==> config.mk <==
export PLATFORM = sky130hd
export DESIGN_NAME = div_step_unit
export DESIGN_NICKNAME = d
export VERILOG_FILES = /design/src/rtl/ds_pkg.sv /design/src/rtl/ds_operand_mux.sv /design/src/rtl/ds_carry_chain.sv /design/src/rtl/ds_state_regs.sv /design/src/rtl/div_step_unit.sv
export SDC_FILE = /design/constraint.sdc
export NUM_CORES = 1
export LEC_CHECK = 0
export BUFFER_PORTS_ARGS = -buffer_cell sky130_fd_sc_hd__buf_2
export CORE_ASPECT_RATIO = 0.7
export CORE_MARGIN = 2
export CORE_UTILIZATION = 35
export CTS_CLUSTER_DIAMETER = 120
export CTS_CLUSTER_SIZE = 16
export DETAILED_ROUTE_END_ITERATION = 8
export HOLD_SLACK_MARGIN = 0.1
export PLACE_DENSITY_LB_ADDON = 0.12
export SETUP_SLACK_MARGIN = 0.02
export SYNTH_ARGS = -nofsm -noshare
export SYNTH_HDL_FRONTEND = slang
export SYNTH_SLANG_ARGS = --single-unit
export TNS_END_PERCENT = 100
==> constraint.sdc <==
create_clock -name clk -period 40 [get_ports clk]
set_input_delay 2 -clock clk [delete_from_list [all_inputs] [get_ports clk]]
set_output_delay 2 -clock clk [all_outputs]
set_load 0.05 [all_outputs]
==> src/rtl/ds_pkg.sv <==
package ds_pkg;
  // Default datapath width of the division step
  parameter int unsigned DS_DEFAULT_W = 32;

  // Selection of the arithmetic applied in one step
  typedef enum logic {
    DS_ADD = 1'b0,
    DS_SUB = 1'b1
  } ds_op_e;
endpackage

==> src/rtl/ds_operand_mux.sv <==
module ds_operand_mux #(
  parameter int unsigned W = ds_pkg::DS_DEFAULT_W
) (
  input  logic [W-1:0] rem_in,
  input  logic [W-1:0] divisor,
  input  logic         carry_q,
  input  logic         dir_msb,
  output logic [W-1:0] add_a,
  output logic [W-1:0] add_b,
  output logic         add_cin
);
  import ds_pkg::*;

  ds_op_e op;

  always_comb begin
    op      = dir_msb ? DS_SUB : DS_ADD;
    // shift left, stored carry into bit 0
    add_a   = {rem_in[W-2:0], carry_q};
    add_b   = (op == DS_SUB) ? ~divisor : divisor;
    add_cin = (op == DS_SUB);
  end


  always_comb begin
    invert_sel_chk: assert ((add_b ^ divisor) == {W{add_cin}});
  end
endmodule

==> src/rtl/ds_carry_chain.sv <==
module ds_carry_chain #(
  parameter int unsigned W = ds_pkg::DS_DEFAULT_W
) (
  input  logic [W-1:0] a,
  input  logic [W-1:0] b,
  input  logic         cin,
  output logic [W-1:0] sum,
  output logic [W-1:0] cvec,
  output logic         cout
);
  logic [W:0] c;

  assign c[0] = cin;

  genvar i;
  generate
    for (i = 0; i < W; i++) begin : g_bit
      assign sum[i]  = a[i] ^ b[i] ^ c[i];
      assign c[i+1]  = (a[i] & b[i]) | (c[i] & (a[i] ^ b[i]));
    end
  endgenerate

  assign cvec = c[W-1:0];
  assign cout = c[W];


  always_comb begin
    ripple_sum_chk: assert ({cout, sum} == ({1'b0, a} + {1'b0, b} + {{W{1'b0}}, cin}));
  end
endmodule

==> src/rtl/ds_state_regs.sv <==
module ds_state_regs #(
  parameter int unsigned W = ds_pkg::DS_DEFAULT_W
) (
  input  logic         clk,
  input  logic         rst,
  input  logic         load_en,
  input  logic         load_carry,
  input  logic [W-1:0] load_dir,
  input  logic         step_fire,
  input  logic         next_carry,
  input  logic [W-1:0] next_dir,
  input  logic [W-1:0] next_cvec,
  output logic         carry_q,
  output logic [W-1:0] dir_q,
  output logic [W-1:0] cvec_q
);
  always_ff @(posedge clk) begin
    if (rst) begin
      carry_q <= 1'b0;
      dir_q   <= '0;
      cvec_q  <= '0;
    end else if (load_en) begin
      carry_q <= load_carry;
      dir_q   <= load_dir;
    end else if (step_fire) begin
      carry_q <= next_carry;
      dir_q   <= next_dir;
      cvec_q  <= next_cvec;
    end
  end


  reset_clear_chk: assert property (@(posedge clk)
    rst |=> (!carry_q && dir_q == '0 && cvec_q == '0));


  load_write_chk: assert property (@(posedge clk) disable iff (rst)
    load_en |=> (carry_q == $past(load_carry) && dir_q == $past(load_dir) && $stable(cvec_q)));


  idle_hold_chk: assert property (@(posedge clk) disable iff (rst)
    (!load_en && !step_fire) |=> ($stable(carry_q) && $stable(dir_q) && $stable(cvec_q)));
endmodule

==> src/rtl/div_step_unit.sv <==
module div_step_unit #(
  parameter int unsigned W = ds_pkg::DS_DEFAULT_W
) (
  input  logic         clk,
  input  logic         rst,
  input  logic         step_valid,
  output logic         step_ready,
  input  logic [W-1:0] rem_in,
  input  logic [W-1:0] divisor,
  output logic         res_valid,
  input  logic         res_ready,
  output logic [W-1:0] rem_out,
  input  logic         load_en,
  input  logic         load_carry,
  input  logic [W-1:0] load_dir,
  output logic         carry_q,
  output logic [W-1:0] dir_q,
  output logic [W-1:0] cbits_q
);
  localparam int unsigned MSB = W - 1;

  logic         fire;
  logic [W-1:0] add_a, add_b, sum, cvec;
  logic         add_cin, cout;
  logic [W-1:0] next_dir;

  assign step_ready = !load_en && (!res_valid || res_ready);
  assign fire       = step_valid && step_ready;
  assign next_dir   = {W{cout}} ^ divisor;

  ds_operand_mux #(.W(W)) u_mux (
    .rem_in  (rem_in),
    .divisor (divisor),
    .carry_q (carry_q),
    .dir_msb (dir_q[MSB]),
    .add_a   (add_a),
    .add_b   (add_b),
    .add_cin (add_cin)
  );

  ds_carry_chain #(.W(W)) u_chain (
    .a    (add_a),
    .b    (add_b),
    .cin  (add_cin),
    .sum  (sum),
    .cvec (cvec),
    .cout (cout)
  );

  ds_state_regs #(.W(W)) u_state (
    .clk        (clk),
    .rst        (rst),
    .load_en    (load_en),
    .load_carry (load_carry),
    .load_dir   (load_dir),
    .step_fire  (fire),
    .next_carry (cout),
    .next_dir   (next_dir),
    .next_cvec  (cvec),
    .carry_q    (carry_q),
    .dir_q      (dir_q),
    .cvec_q     (cbits_q)
  );

  // one-entry result slot
  always_ff @(posedge clk) begin
    if (rst) begin
      res_valid <= 1'b0;
      rem_out   <= '0;
    end else if (fire) begin
      res_valid <= 1'b1;
      rem_out   <= sum;
    end else if (res_ready) begin
      res_valid <= 1'b0;
    end
  end


  load_blocks_chk: assert property (@(posedge clk) disable iff (rst)
    load_en |-> !step_ready);


  accept_valid_chk: assert property (@(posedge clk) disable iff (rst)
    (step_valid && step_ready) |=> res_valid);


  dir_update_chk: assert property (@(posedge clk) disable iff (rst)
    (step_valid && step_ready) |=> (dir_q == ({W{carry_q}} ^ $past(divisor))));


  backpressure_hold_chk: assert property (@(posedge clk) disable iff (rst)
    (res_valid && !res_ready && !load_en) |=>
      (res_valid && $stable(rem_out) && $stable(carry_q) && $stable(dir_q)));


  drop_chk: assert property (@(posedge clk) disable iff (rst)
    (res_ready && !(step_valid && step_ready)) |=> !res_valid);
endmodule

==> results of run 1 <==
-- synth_stat cells, types with 4 or more instances --
library cell	number
a211oi_1	31
a211oi_2	32
a21oi_1	35
a21oi_2	30
a311oi_1	15
a31oi_1	18
buf_12	4
buf_2	24
buf_4	16
clkbuf_1	13
dfxtp_1	98
fa_1	31
inv_1	32
nand2_1	18
nand3_1	33
nor2_1	16
o211ai_1	18
o21ai_0	7
o21ai_1	9
xnor2_1	64
-- cell type report --
| type | count | area (sq um) |
|---|---|---|
| flip-flops and latches | 98 | 1960 |
| multi-input cells | 364 | 3080 |
| diodes | 2 | 5.00 |
| inverters | 33 | 124 |
| fillers | 1556 | 8710 |
| repair buffers | 206 | 1050 |
| clock inverters | 2 | 60.1 |
| clock buffers | 13 | 260 |
| well taps | 200 | 250 |
-- logic make-up after synthesis --
logic type,after synthesis,share of synthesized area
flip-flops,98,0.353
multiplexers,1,0.00180
AND/OR/NAND/NOR,73,0.0604
adder cells (fa/ha/maj),31,0.112
AO/OA/AOI/OAI,195,0.276
XOR/XNOR,64,0.101
buffers and inverters,95,0.0962
-- stage by stage --
stage	worst slack (ns)	hold WS [ns]	util	cells	cell area (sq um)
final	22.53	0.497	0.438	918	6790
after global routing	21.81	0.524	0.438	916	6790
after CTS	22.42	0.499	0.438	916	6790
after detailed placement	22.08	0.489	0.417	901	6460
after global placement	22.14	0.487	0.417	901	6460
after floorplan	23.29	0.611	-	557	5550
-- worst max-delay path: cells and delay by family --
| kind | cells | cell delay [ns] |
|---|---|---|
| AND/OR/NAND/NOR | 1 | 0.10 |
| multiplexers | 1 | 0.16 |
| buffers and inverters | 1 | 0.13 |
| AO/OA/AOI/OAI | 1 | 0.32 |
| adder cells (fa/ha/maj) | 31 | 14.67 |
| XOR/XNOR | 1 | 0.29 |
-- worst max-delay path by stage --
stage / start / endpoint / depth (start not counted)
6_report: divisor[0] / u_state.dir_q[19] / 36
5_1_grt: divisor[0] / u_state.dir_q[19] / 36
3_5_place_dp: divisor[0] / u_state.dir_q[24] / 36
2_1_floorplan: divisor[0] / u_state.dir_q[31] / 37
3_3_place_gp: divisor[0] / u_state.dir_q[24] / 36
4_1_cts: divisor[0] / u_state.dir_q[29] / 36
-- power by group through the flow --
stage	combinational (mW)	clock [mW]	sequential [mW]
after floorplan	0.0545	0	0.140
after global placement	0.104	0	0.113
after detailed placement	0.105	0	0.113
after CTS	0.105	0.0987	0.111
after global routing	0.113	0.102	0.112
final	0.104	0.0967	0.111
-- flip-flops by register name, summed over array words and instances, names as in the netlist --
| signal | count |
|---|---|
| u_state.carry_q | 1 |
| res_valid | 1 |
| u_state.dir_q | 32 |
| u_state.cvec_q | 32 |
| rem_out | 32 |
-- cells in the final DEF, fill, tap and decap left out, types with 2 or more instances in the layout --
| cell | instances |
|---|---|
| a211oi_1 | 31 |
| a211oi_2 | 32 |
| a21oi_1 | 35 |
| a21oi_2 | 30 |
| a311oi_1 | 15 |
| a31oi_1 | 18 |
| buf_2 | 198 |
| buf_4 | 8 |
| bufinv_16 | 2 |
| clkbuf_1 | 2 |
| clkbuf_16 | 9 |
| clkbuf_8 | 2 |
| dfxtp_1 | 97 |
| diode_2 | 2 |
| fa_1 | 30 |
| inv_1 | 32 |
| nand2_1 | 18 |
| nand3_1 | 33 |
| nor2_1 | 16 |
| o211ai_1 | 18 |
| o21ai_0 | 7 |
| o21ai_1 | 9 |
| xnor2_1 | 64 |
-- per-layer routing --
layer | GRT usage | wire length [um]
met4 | 0.0437 | 181
met2 | 0.328 | 7810
met1 | 0.244 | 7240
met5 | 0 | 13
met3 | 0.0654 | 1230
==> impl_results.md, run 1 <==
- Fraction of the cycle the final worst path needs: 0.437
- Worst path slowest cell: fa_2
- Count of pins over their slew limit: 0
- Int Pwr: around 0.2 mW
- Sequential cell area fraction in the yosys report: 0.353
- Crit path max fanout: 33
- Worst reg2reg setup slack: 23.27 ns
- Number of remaining DRC errors: 0
- Initial cell density of the core: 0.358
- Routed wire length per instance: about 18 um
- Maximum number of pins on one net before global-route repair: 73
- Total design power: between 0.3 and 0.4 mW
- Maximum vdd ir drop: around 22 uV
- Total clock buffers created by CTS: 9
- Type of the setup path with the least slack: in -> reg
- Number of I/O pins: 201
- Fraction of power spent switching nets: 0.360
- Horizontal die dimension: about 150 um
- Number of antenna violations at the first check in global routing: 3
- Number of failing setup endpoints in the final timing report: 0
- Max Root-Sink Buffers: 2
- Port Buf Inserts: between 150 and 200
- Sum of negative setup slack: 0 ns
- Final RePlAce weighted congestion: approximately 0.78
- Top cells by area in the synthesized netlist: dfxtp_1 35%, fa_1 11%, xnor2_1 10%
- Number of register bits inferred by synthesis: 98
- Type of origin of the critical path: input port
- Mapped Avg Cell Area: between 9 and 10 sq um
- Required @ worst endpoint: slightly above 40 ns
- Root cell of the clock tree: clkbuf_16
- Number of enable-type register cells in the synthesized netlist: 0
- Run status: finished clean
- Static leakage: around 2.8 nW
- F_max: 57.2 MHz
- DR pass1 iterations: 4
- Power density relative to cell area: roughly 46 mW/mm^2
- Total wire length after detailed routing: 16500 um
- Top flip-flop cell by instance count after synthesis: dfxtp_1
- FF-to-FF End: u_state.dir_q[19]
- Most prevalent standard cell on the critical path: fa_1
- Largest area contributor in the netlist: dfxtp_1
- Vias in the first global route: between 4000 and 5000
- Global-route wire length before repair: about 26000 um
- Final Hold Violating Endpoints: 0
- Final Critical Period: 17.47 ns
- Comb pwr share: 0.333
- Post-layout net count: between 800 and 900
- Initial detailed-routing violation count: 176
- Synth Cell Area: 0.00555 sq mm
- Part of the total power dissipated in sequential elements: 0.357
- Chip Height: approximately 110 um
- Clock transition at the registers of the reported paths: 0.07 ns
- Cts repair resizes: 0
- Share of async-settable or async-resettable flops after synthesis: 0
- RSZ-0062 raised after global routing: false
- Min-Delay Startpoint: u_state.cvec_q[0]
- Via-per-instance ratio: a little over 5
- Area growth from synthesis to layout: 22.3%
- Origin of the critical flop-to-flop path: u_state.dir_q[31]
- Synth warnings: 0
- Global route total overflow: 0
- Area share of the leading cell type in the synthesized netlist: 0.353
- Share of layout cells above drive strength 1: 0.401
- Die Footprint: 0.0169 sq mm
- Slew of the pin with the lowest slew margin: approximately 1.1 ns
- Post-detail-place hpwl: 11700 um
- CTS Hold Bufs: 0
- Synthesized instance count: around 560
- Data arrival time at the worst-slack endpoint: between 15 and 20 ns
- Number of clock sinks: between 90 and 100
- Register-to-Register Path Depth: 36
- Post-Syn Nets: a little under 700
- Hold Path Depth: 2
- Max H-tree Level: 3
- Vias: between 4000 and 5000
- # Max-Cap Violations: 0
- Clock tree from TritonCTS: yes
- Max Clock Skew: roughly 0.006 ns
- Post-synthesis cell type count: 28
- Clock network fraction of design power: 0.310
- Switch Pwr: roughly 0.11 mW
- Clk_lat worst skew: around 0.35 ns
- Gr usage total: 0.195
- Class of the worst hold path: reg -> reg
- Worst Hold Endpoint: u_state.cvec_q[0]
- Core Region: between 0.015 and 0.02 sq mm
- # Post-CTS Setup Buffers: 0
- Number of placement rows: 38
- Endpoint class of the critical path: register
- Max_slew headroom: 0.262
- Post-route ant nets: 0
- Biggest cell delay along the critical path: 0.76 ns
Note: power is estimated with default switching activity, not from simulation.
==> run 2: changes to the inputs <==
clock period = 16.2 ns   (was 40 ns; I/O delays follow)
==> impl_results.md, run 2 (same netlist as run 1, synthesis figures left out) <==
- RSZ-0062 raised after global routing: false
- Global route total overflow: 0
- Data arrival time at the worst-slack endpoint: roughly 16 ns
- Area of the multi-input gates: just over 0.003 sq mm
- Count of pins over their slew limit: 0
- Commonest non-fill, non-tap cell in the layout: buf_2
- Slew of the pin with the lowest slew margin: approximately 0.96 ns
- Via-per-instance ratio: slightly above 5
- # Max-Cap Violations: 0
- Largest regs: rem_out (32), u_state.cvec_q (32), u_state.dir_q (32)
- Gr usage total: 0.198
- Area growth from synthesis to layout: 22.6%
- Total design power: roughly 0.74 mW
- Clock tree from TritonCTS: yes
- Class of the worst hold path: reg -> reg
- Max_slew headroom: 0.361
- Static leakage: about 2.8 nW
- Maximum vdd ir drop: about 47 uV
- Required @ worst endpoint: approximately 16 ns
- Share of layout cells above drive strength 1: 0.417
- Sum of negative setup slack: 0 ns
- Crit path max fanout: 33
- Number of clock sinks: 98
- Run status: finished clean
- Maximum number of pins on one net before global-route repair: between 70 and 80
- # Post-CTS Setup Buffers: 0
- Origin of the critical flop-to-flop path: u_state.carry_q
- Final Hold Violating Endpoints: 0
- Final RePlAce weighted congestion: between 0.7 and 0.8
- Type of the setup path with the least slack: in -> reg
- Post-route ant nets: 0
- Clock transition at the registers of the reported paths: about 0.070 ns
- Number of antenna violations at the first check in global routing: 3
- CTS Hold Bufs: 0
- Most prevalent standard cell on the critical path: fa_1
- F_max: 64.2 MHz
- Chip Height: 109 um
- Commonest cells after routing, fill and taps aside: 198 x buf_2, 97 x dfxtp_1, 64 x xnor2_1, 35 x a21oi_1, 33 x nand3_1
- Root cell of the clock tree: clkbuf_16
- Worst path slowest cell: fa_1
- Post-layout net count: ~850
- Number of remaining DRC errors: 0
- Min-Delay Startpoint: u_state.dir_q[24]
- Horizontal die dimension: about 150 um
- Vias: 4734
- Critical path origin: divisor[0]
- Clk_lat worst skew: 0.35 ns
- Fraction of the cycle the final worst path needs: 0.962
- Initial detailed-routing violation count: 189
- Endpoint class of the critical path: register
- Vias in the first global route: around 5000
- Number of I/O pins: about 200
- Port Buf Inserts: between 150 and 200
- Biggest cell delay along the critical path: approximately 0.47 ns
- Number of failing setup endpoints in the final timing report: 0
- Power density relative to cell area: 108 mW/mm^2
- DR pass1 iterations: 4
- Count of fill cells added during filler insertion: approximately 1600
- Max Clock Skew: 0.00847 ns
- Core Region: about 0.015 sq mm
- Total clock buffers created by CTS: 9
- Max Root-Sink Buffers: 2
- Post-detail-place hpwl: between 10000 and 15000 um
- Total wire length after detailed routing: approximately 16000 um
- Register-to-Register Path Depth: 36
- Number of placement rows: 38
- Final Critical Period: between 15 and 20 ns
- Max H-tree Level: 3
- Initial cell density of the core: 0.358
- Type of origin of the critical path: input port
- Cts repair resizes: 0
- Die Footprint: 0.0169 sq mm
- Hold Path Depth: 2
- Global-route wire length before repair: roughly 26000 um
- Routed wire length per instance: about 18 um
- FF+latch area: 0.00196 sq mm
run 2: path summary, 6_finish.rpt:
| check | to | slack, ns |
|---|---|---|
| worst min register to register | u_state.dir_q[24] | 0.50 |
| worst min-delay path | u_state.dir_q[24] | 0.50 |
| worst max-delay path | u_state.dir_q[20] | 0.61 |
| worst max register to register | u_state.dir_q[20] | 0.79 |
run 2: metrics by stage:
step	cells	hold slack [ns]	setup slack, ns	area, sq um	util
detailed placement	905	0.495	-0.137	6510	0.420
finish	923	0.505	0.612	6810	0.439
global placement	905	0.487	-0.0249	6510	0.420
CTS	920	0.507	0.198	6780	0.437
floorplan	557	0.611	0.677	5550	-
global route	921	0.527	0.0921	6810	0.439
run 2: where the power goes:
group          leakage, nW  internal [mW]  total, mW  switching [mW]
registers            0.810          0.261      0.273          0.0120
clock network        0.134          0.107      0.202          0.0954
logic                 1.84         0.0911      0.262           0.171
total                 2.78          0.459      0.737           0.278
run 2: routing by layer:
metal  wire (um)  GRT usage
met1        7110      0.246
met5           0          0
met4         154     0.0489
met2        8050      0.335
met3        1190     0.0650
run 2: area by class of cell:
| type | count | share of cell area |
|---|---|---|
| multi-input combinational | 364 | 0.455 |
| sequential | 98 | 0.288 |
| clock inverter | 5 | 0.00459 |
| clock buffer | 10 | 0.0351 |
| tap | 200 | 0.0367 |
| timing repair buffer | 210 | 0.161 |
| antenna | 3 | 0.00110 |
| inverter | 33 | 0.0182 |
run 2: worst max-delay path: cells and delay by family:
family          cells  cell delay (ns)
compound gates      1             0.29
simple gates        1             0.12
mux                 1             0.15
fa+ha+maj          31            13.92
xor+xnor            1             0.18
buf+inv             2             0.31
==> run 3: changes to the inputs <==
REMOVE_ABC_BUFFERS = 1   (was unset)
==> impl_results.md, run 3 (same netlist as run 1, synthesis figures left out) <==
- Root cell of the clock tree: clkbuf_16
- Port Buf Inserts: 199
- Max Clock Skew: around 0.011 ns
- Fraction of the cycle the final worst path needs: 0.965
- Number of remaining DRC errors: 0
- Most prevalent standard cell on the critical path: fa_1
- Post-layout net count: 851
- Worst path slowest cell: fa_1
- RSZ-0062 raised after global routing: false
- Met1 Wirelength: between 7000 and 8000 um
- Commonest cells after routing, fill and taps aside: 198 x buf_2, 97 x dfxtp_1, 64 x xnor2_1, 35 x a21oi_1, 33 x nand3_1
- Highest routed metal layer: met5
- Max Root-Sink Buffers: 2
- Largest regs: rem_out (32), u_state.cvec_q (32), u_state.dir_q (32)
- Post-route ant nets: 0
- # Post-CTS Setup Buffers: 0
- Number of placement rows: 38
- Endpoint class of the critical path: register
- Static leakage: roughly 2.8 nW
- Minimum setup slack after placement: -0.205 ns
- Sum of met3 wire segment lengths after detailed routing: about 1100 um
- Slew of the pin with the lowest slew margin: around 1.1 ns
- Type of origin of the critical path: input port
- Cts repair resizes: 0
- Number of failing setup endpoints in the final timing report: 0
- Crit path max fanout: 12
- Commonest non-fill, non-tap cell in the layout: buf_2
- # Max-Cap Violations: 0
- Wire length on met2: 7050 um
- Total wire length after detailed routing: 16000 um
- Fin Hold WS: just under 0.5 ns
- Max H-tree Level: 3
- F_max: 64.0 MHz
- Die Footprint: about 0.017 sq mm
- Via-per-instance ratio: around 5.1
- Vias: approximately 4700
- Number of clock sinks: 98
- Routed wire length per instance: around 17 um
- Core Region: roughly 0.015 sq mm
- DR pass1 iterations: 4
- Maximum number of pins on one net before global-route repair: 85
- Type of the setup path with the least slack: in -> reg
- Total design power: 0.771 mW
- Count of fill cells added during filler insertion: between 1500 and 2000
- Clock tree from TritonCTS: yes
- Number of I/O pins: roughly 200
- Run status: finished clean
- Data arrival time at the worst-slack endpoint: 15.89 ns
- Global-route wire length before repair: about 25000 um
- Cell area after placement: about 0.0066 sq mm
- Vias in the first global route: between 4000 and 5000
- Max_slew headroom: 0.264
- Gr usage total: 0.190
- Post-detail-place hpwl: approximately 11000 um
- Final worst setup slack: 0.570 ns
- Clock transition at the registers of the reported paths: about 0.07 ns
- Initial cell density of the core: 0.358
- Chip Height: approximately 110 um
- Required @ worst endpoint: roughly 16 ns
- Maximum vdd ir drop: around 46 uV
- Count of pins over their slew limit: 0
- Initial detailed-routing violation count: 229
- Count of inserted antenna diode cells: 0
- Clk_lat worst skew: ~0.35 ns
- Horizontal die dimension: around 150 um
- Global route total overflow: 0
- Final RePlAce weighted congestion: 0.761
- Summed area of non-filler cells in the final layout: about 0.007 sq mm
- Total clock buffers created by CTS: 9
- Final Critical Period: between 15 and 20 ns
- Final Hold Violating Endpoints: 0
- Filler-free cell count of the finished design: just over 900
- Class of the worst hold path: reg -> reg
- Number of antenna violations at the first check in global routing: 1
- CTS Hold Bufs: 0
- Power density relative to cell area: 112 mW/mm^2
- Share of layout cells above drive strength 1: 0.417
- Area growth from synthesis to layout: 24.1%
- Biggest cell delay along the critical path: 0.47 ns
- Post-Place Cells: roughly 910
==> run 3: cell types whose count changed in the layout (fill, tap and decap cells not counted) <==
| cell | previous run | this run |
|---|---|---|
| clkinv_2 | 3 | 0 |
| diode_2 | 3 | 0 |
| buf_12 | 1 | 3 |
| bufinv_16 | 0 | 2 |
| a311oi_1 | 13 | 14 |
| a311oi_2 | 2 | 1 |
| clkbuf_1 | 0 | 1 |
| inv_1 | 32 | 31 |
| inv_2 | 0 | 1 |
| nor2b_2 | 1 | 0 |
| nor2b_4 | 1 | 2 |
==> run 3: path summary, 6_finish.rpt <==
path	end	depth (start not counted)	slack [ns]	startpoint
setup / recovery	u_state.dir_q[3]	38	0.57	divisor[0]
hold / removal	u_state.cvec_q[0]	2	0.49	u_state.cvec_q[0]
setup reg to reg	u_state.dir_q[3]	37	0.71	u_state.dir_q[31]
hold reg to reg	u_state.cvec_q[0]	2	0.49	u_state.cvec_q[0]
==> run 3: final cells by class <==
| class | instances | area (sq um) | share of cell area |
|---|---|---|---|
| inverter | 33 | 124 | 0.0180 |
| sequential | 98 | 1960 | 0.285 |
| clock inverter | 4 | 76.3 | 0.0111 |
| timing repair buffer | 212 | 1130 | 0.165 |
| multi-input combinational | 364 | 3100 | 0.450 |
| clock buffer | 11 | 243 | 0.0352 |
| tap | 200 | 250 | 0.0363 |
==> run 3: power breakdown <==
group / leakage (nW) / total [mW] / switching (mW) / internal (mW)
clock network: 0.152 / 0.235 / 0.0958 / 0.139
registers: 0.810 / 0.273 / 0.0116 / 0.261
logic: 1.86 / 0.264 / 0.170 / 0.0939
total: 2.82 / 0.771 / 0.277 / 0.494
==> run 3: through the flow <==
step	util	TNS (ns)
final	0.445	0
after global routing	0.445	0
after CTS	0.443	0
after detailed placement	0.423	-4.94
after global placement	0.423	-3.39
after floorplan	-	-29.13
==> run 3: worst max-delay path, delay by kind of cell <==
kind            cells  cell delay [ns]
buf+inv             3             0.44
fa+ha+maj          31            14.02
mux                 1             0.16
compound gates      1             0.22
simple gates        1             0.09
xor+xnor            1             0.13
==> run 3: metal layers <==
layer,GRT usage,vias to the layer above
met5,0,-
met4,0.0377,2
met3,0.0548,12
met2,0.309,159
met1,0.255,2251
li1,-,2280
